===== src/rtl/mdio_master.sv =====
module mdio_master #(
  parameter int HALF_DIV  = 4,
  parameter int PRE_LEN   = 32,
  parameter int RECOV_LEN = 32,
  parameter int RD_TAIL   = 2
) (
  input  logic        clk,
  input  logic        rst_n,
  input  logic        start,
  input  logic        rd_nwr,
  input  logic [4:0]  phy_addr,
  input  logic [4:0]  reg_addr,
  input  logic [15:0] wr_data,
  output logic [15:0] rd_data,
  output logic        busy,
  output logic        done,
  output logic        err,
  output logic        mdc,
  output logic        mdio_o,
  output logic        mdio_oe,
  input  logic        mdio_i
);
  localparam int SLOT = 2 * HALF_DIV;
  localparam int CW   = $clog2(SLOT);
  localparam int LW   = 6;

  typedef enum logic [2:0] {IDLE, PRE, HDR, TA, RDAT, TAIL, RECOV} st_t;

  st_t         st;
  logic [CW-1:0] cnt;
  logic [LW-1:0] left;
  logic [31:0] sr;
  logic [15:0] rsh;
  logic        rd_q, err_q, done_q;
  logic [1:0]  sy;

  wire slot_end = (cnt == CW'(SLOT - 1));
  wire last     = (left == '0);
  wire smp      = sy[1];

  assign busy    = (st != IDLE);
  assign mdc     = (cnt >= CW'(HALF_DIV));
  assign mdio_oe = (st == PRE) || (st == HDR);
  assign mdio_o  = (st == PRE) ? 1'b1 : (st == HDR) ? sr[31] : 1'b0;
  assign rd_data = rsh;
  assign done    = done_q;
  assign err     = err_q;

  always_ff @(posedge clk or negedge rst_n) begin
    if (!rst_n) begin
      st     <= IDLE;
      cnt    <= '0;
      left   <= '0;
      sr     <= '0;
      rsh    <= '0;
      rd_q   <= 1'b0;
      err_q  <= 1'b0;
      done_q <= 1'b0;
      sy     <= '0;
    end else begin
      done_q <= 1'b0;
      sy     <= {sy[0], mdio_i};
      if (st == IDLE) begin
        cnt <= '0;
        if (start) begin
          st    <= PRE;
          left  <= LW'(PRE_LEN - 1);
          rd_q  <= rd_nwr;
          sr    <= {2'b01, (rd_nwr ? 2'b10 : 2'b01), phy_addr, reg_addr, 2'b10, wr_data};
          rsh   <= '0;
          err_q <= 1'b0;
        end
      end else begin
        cnt <= slot_end ? '0 : cnt + CW'(1);
        if (slot_end) begin
          left <= left - LW'(1);
          unique case (st)
            PRE: if (last) begin
              st   <= HDR;
              left <= rd_q ? LW'(13) : LW'(31);
            end
            HDR: begin
              sr <= {sr[30:0], 1'b0};
              if (last) begin
                st   <= rd_q ? TA : TAIL;
                left <= rd_q ? LW'(1) : LW'(0);
              end
            end
            TA: if (last) begin
              st   <= smp ? RECOV : RDAT;
              left <= smp ? LW'(RECOV_LEN - 1) : LW'(15);
            end
            RDAT: begin
              rsh <= {rsh[14:0], smp};
              if (last) begin
                st   <= TAIL;
                left <= LW'(RD_TAIL - 1);
              end
            end
            TAIL: if (last) begin
              st     <= IDLE;
              done_q <= 1'b1;
            end
            RECOV: if (last) begin
              st     <= IDLE;
              done_q <= 1'b1;
              err_q  <= 1'b1;
            end
            default: st <= IDLE;
          endcase
        end
      end
    end
  end
endmodule



===== config.mk =====
export PLATFORM = sky130hd
export DESIGN_NAME = mdio_master
export DESIGN_NICKNAME = d
export VERILOG_FILES = /design/src/rtl/mdio_master.sv
export SDC_FILE = /design/constraint.sdc
export NUM_CORES = 1
export LEC_CHECK = 0
export ABC_AREA = 1
export ABC_CLOCK_PERIOD_IN_PS = 1600
export CAP_MARGIN = 20
export CORE_ASPECT_RATIO = 1.2
export CORE_UTILIZATION = 53
export CTS_CLUSTER_DIAMETER = 60
export DETAILED_ROUTE_END_ITERATION = 8
export GPL_TIMING_DRIVEN = 0
export PLACE_DENSITY = 0.8
export RECOVER_POWER = 50
export SYNTH_ARGS = -nofsm -noshare
export SYNTH_HDL_FRONTEND = slang
export SYNTH_SLANG_ARGS = --single-unit
export TNS_END_PERCENT = 100

===== constraint.sdc =====
create_clock -name clk -period 1.6 [get_ports clk]
set_input_delay 0.24 -clock clk [delete_from_list [all_inputs] [get_ports clk]]
set_output_delay 0.24 -clock clk [all_outputs]
set_load 0.02 [all_outputs]

==> summary.md <==
| Metric | Value |
|---|---|
| Status | `complete, but fails checks` |
| Failing checks | `negative hold slack, negative setup slack` |
| Hold_buf cts | `0` |
| Ys Warns | `0` |
| RSZ-0062 raised after global routing | `yes` |
| Max-cap violation count | `0` |
| Slew Viols, Final | `0` |
| Flop pwr share | `30.2%` |
| Sw power | `0.00328 W` |
| Worst Setup Start Kind | `flip-flop` |
| Cell variety after synth | `28` |
| Power density over cell area | `1910 nW/um^2` |
| CTS root buf | `clkbuf_8` |
| Crit Path Category | `flip-flop to output pin` |
| Post-layout nets | `495` |
| Most common cell after layout, fill and taps aside | `nand2_1` |
| Crit path required time | `1.36 ns` |
| RD Place Congestion | `0.873` |
| Sw frac | `39.5%` |
| Area delta synth->final | `39.1%` |
| Core Region | `5670 um^2` |
| Max frequency | `613 MHz` |
| DRC violations left | `0` |
| DRT Wirelength | `7.51 mm` |
| Min Hold Slack | `-0.0189 ns` |
| Combinational power share | `47.3%` |
| CP Capture Type | `output pin` |
| Sequential element share of the synthesized area | `52.1%` |
| Synth async-reset ratio | `100%` |
| Port Buffer Count | `52` |
| DP Area | `3740 um^2` |
| Cells after Synth | `378` |
| Die area | `6200 um^2` |
| Drt pass-1 iters | `5` |
| GRT overflow | `0` |
| DR iter-0 viols | `283` |
| Global-route usage over all layers | `24.8%` |
| Setup ws final | `-0.0317 ns` |
| Avg Inst Size Synth | `8.26 um^2` |
| # setup viols final | `3` |
| Worst-Skew Late Latency | `0.35 ns` |
| Synth Net Count | `413` |
| Clock Pin Slew Worst Setup and Hold Paths | `0.07 ns` |
| H-tree levels | `3` |
| Largest net degree at the start of global routing | `66` |
| Ys flop type | `dfrtp_1` |
| Vias in the first global route | `2707` |
| Final Hold Viols | `9` |
| Post-route ant nets | `0` |
| Post-synth top area share | `52.1%` |
| Antenna violations before repair | `0` |
| Int Pwr | `0.00503 W` |
| CTS sink count | `65` |
| Cell taking the most area after synthesis | `dfrtp_1` |
| Starting Density | `55.1%` |
| Crit path max fanout | `3` |
| WL per Instance | `13.8 um` |
| Final HPWL DP | `4.62 mm` |
| Clk buf depth | `2` |
| Share of cells above drive strength 1 | `18.7%` |
| Hold/Removal Path Class | `input pin to async pin` |
| Antenna fix cells | `0` |
| TritonCTS clock tree | `done` |
| Worst slew pin tran | `0.816 ns` |
| Die width | `72.1 um` |
| Vias/cell | `5.28` |
| Core Util, Final | `76.6%` |
| Worst Path Arrival | `1.39 ns` |
| Global-route wire length before repair | `12.0 mm` |
| Pre-CTS setup slack | `-0.319 ns` |
| Clock skew | `0.00904 ns` |
| Yosys reg bits | `65` |
| Fin crit period | `1.63 ns` |
| Ports | `53` |
| Via count | `2875` |
| Number of CTS-inserted buffers | `9` |
| Clock Power Share | `22.5%` |
| EDFF count, synth | `0` |
| Largest cells by area after synthesis | `dfrtp_1 (52%), nand2_1 (16%), nor2_1 (5.9%)` |
| Leading cell types in the layout, fill and taps excluded | `nand2_1 (125), dfrtp_1 (64), nor2_1 (47)` |
| Tcrit/Tclk final | `102%` |
| Max_slew headroom | `45.6%` |
| P_leak | `2.13 nW` |
| Peak supply drop | `1.09 mV` |
| # rows | `30` |
| Final instance area | `4340 um^2` |
| Synthesized area | `3120 um^2` |
| Die Span Y | `86.1 um` |
## critical path: stages, from the launching register on
cell and delay [ns]:
dfrtp_1 0.41, buf_4 0.16, nor2_4 0.13, nand2_4 0.08, buf_6 0.12, buf_4 0.15
## area by class of cell
class / count / area, um^2
multi-input combinational: 270 / 1380
buffer: 17 / 155
tap: 80 / 100
clock inverter: 7 / 143
fill: 379 / 1330
clock buffer: 9 / 124
timing repair buffer: 72 / 711
inverter: 25 / 97.6
sequential: 65 / 1630
## registers in the layout, indices dropped and copies added (netlist names)
signal and flops:
rd_q 1, err 1, st 3, sr 32
rd_data 16, left 6, cnt 3, done 1
sy 2
## logic make-up after synthesis
kind of cell | count (synthesis) | synth area share [%]
adder cells (fa/ha/maj) | 4 | 1.60
XOR/XNOR | 1 | 0.281
flip-flops | 65 | 52.1
AO/OA/AOI/OAI | 61 | 11.4
AND/OR/NAND/NOR | 204 | 27.6
buffers and inverters | 43 | 7.05
## routing by layer
| layer | vias up | routed length (um) | share of wire [%] | track usage [%] |
|---|---|---|---|---|
| met2 | 113 | 3750 | 50 | 41.7 |
| met3 | 19 | 345 | 4.6 | 4.11 |
| met5 | - | 0 | 0 | 0 |
| li1 | 1387 | - | - | - |
| met1 | 1356 | 3240 | 43 | 31.0 |
| met4 | 0 | 168 | 2.2 | 11.4 |
## power by group through the flow
| stage | clock [W] | combinational, W | sequential, W |
|---|---|---|---|
| finish | 0.00187 | 0.00393 | 0.00251 |
| global route | 0.00194 | 0.00434 | 0.00257 |
| floorplan | 0 | 0.00217 | 0.00252 |
| CTS | 0.00188 | 0.00343 | 0.00249 |
| global placement | 0 | 0.00302 | 0.00250 |
| detailed placement | 0 | 0.00311 | 0.00252 |
## final timing paths
path | start | endpoint | slack (ns) | cells after the start
max | st[0] | busy | -0.03 | 5
min | rst_n | left[5] | -0.02 | 1
max reg2reg | st[1] | rd_data[11] | 0 | 8
min reg2reg | sy[0] | sy[1] | 0.36 | 0
max in group asynchronous | rst_n | st[1] | 1.03 | 1
min in group clk | sy[0] | sy[1] | 0.36 | 0
## synthesized netlist by cell type (2+ instances only)
cell type,number
nand3_1,9
ha_1,4
inv_1,25
buf_6,6
nand2_4,3
buf_4,3
clkbuf_1,7
buf_2,2
nor2_4,3
nor3_1,3
dfrtp_1,65
nand2_1,129
o21ai_0,8
nor2_1,49
a31oi_1,26
nand2_2,3
nand4_1,2
o22ai_1,2
o21ai_1,16
a21oi_1,5
## metrics by stage
step | power, W | std cells | TNS, ns
detailed placement | 0.00563 | 510 | -1.44
floorplan | 0.00469 | 378 | 0
finish | 0.00830 | 545 | -0.0401
global placement | 0.00552 | 510 | -119.72
CTS | 0.00781 | 536 | -0.0340
global route | 0.00885 | 545 | -1.45
## repair_timing
action	in CTS	in global routing
cloned	0	2
gates resized for setup	31	51
setup endpoints to repair	38	61
pin swaps	5	8
setup buffers	10	8
No activity file was read; power rests on OpenSTA's default activity.
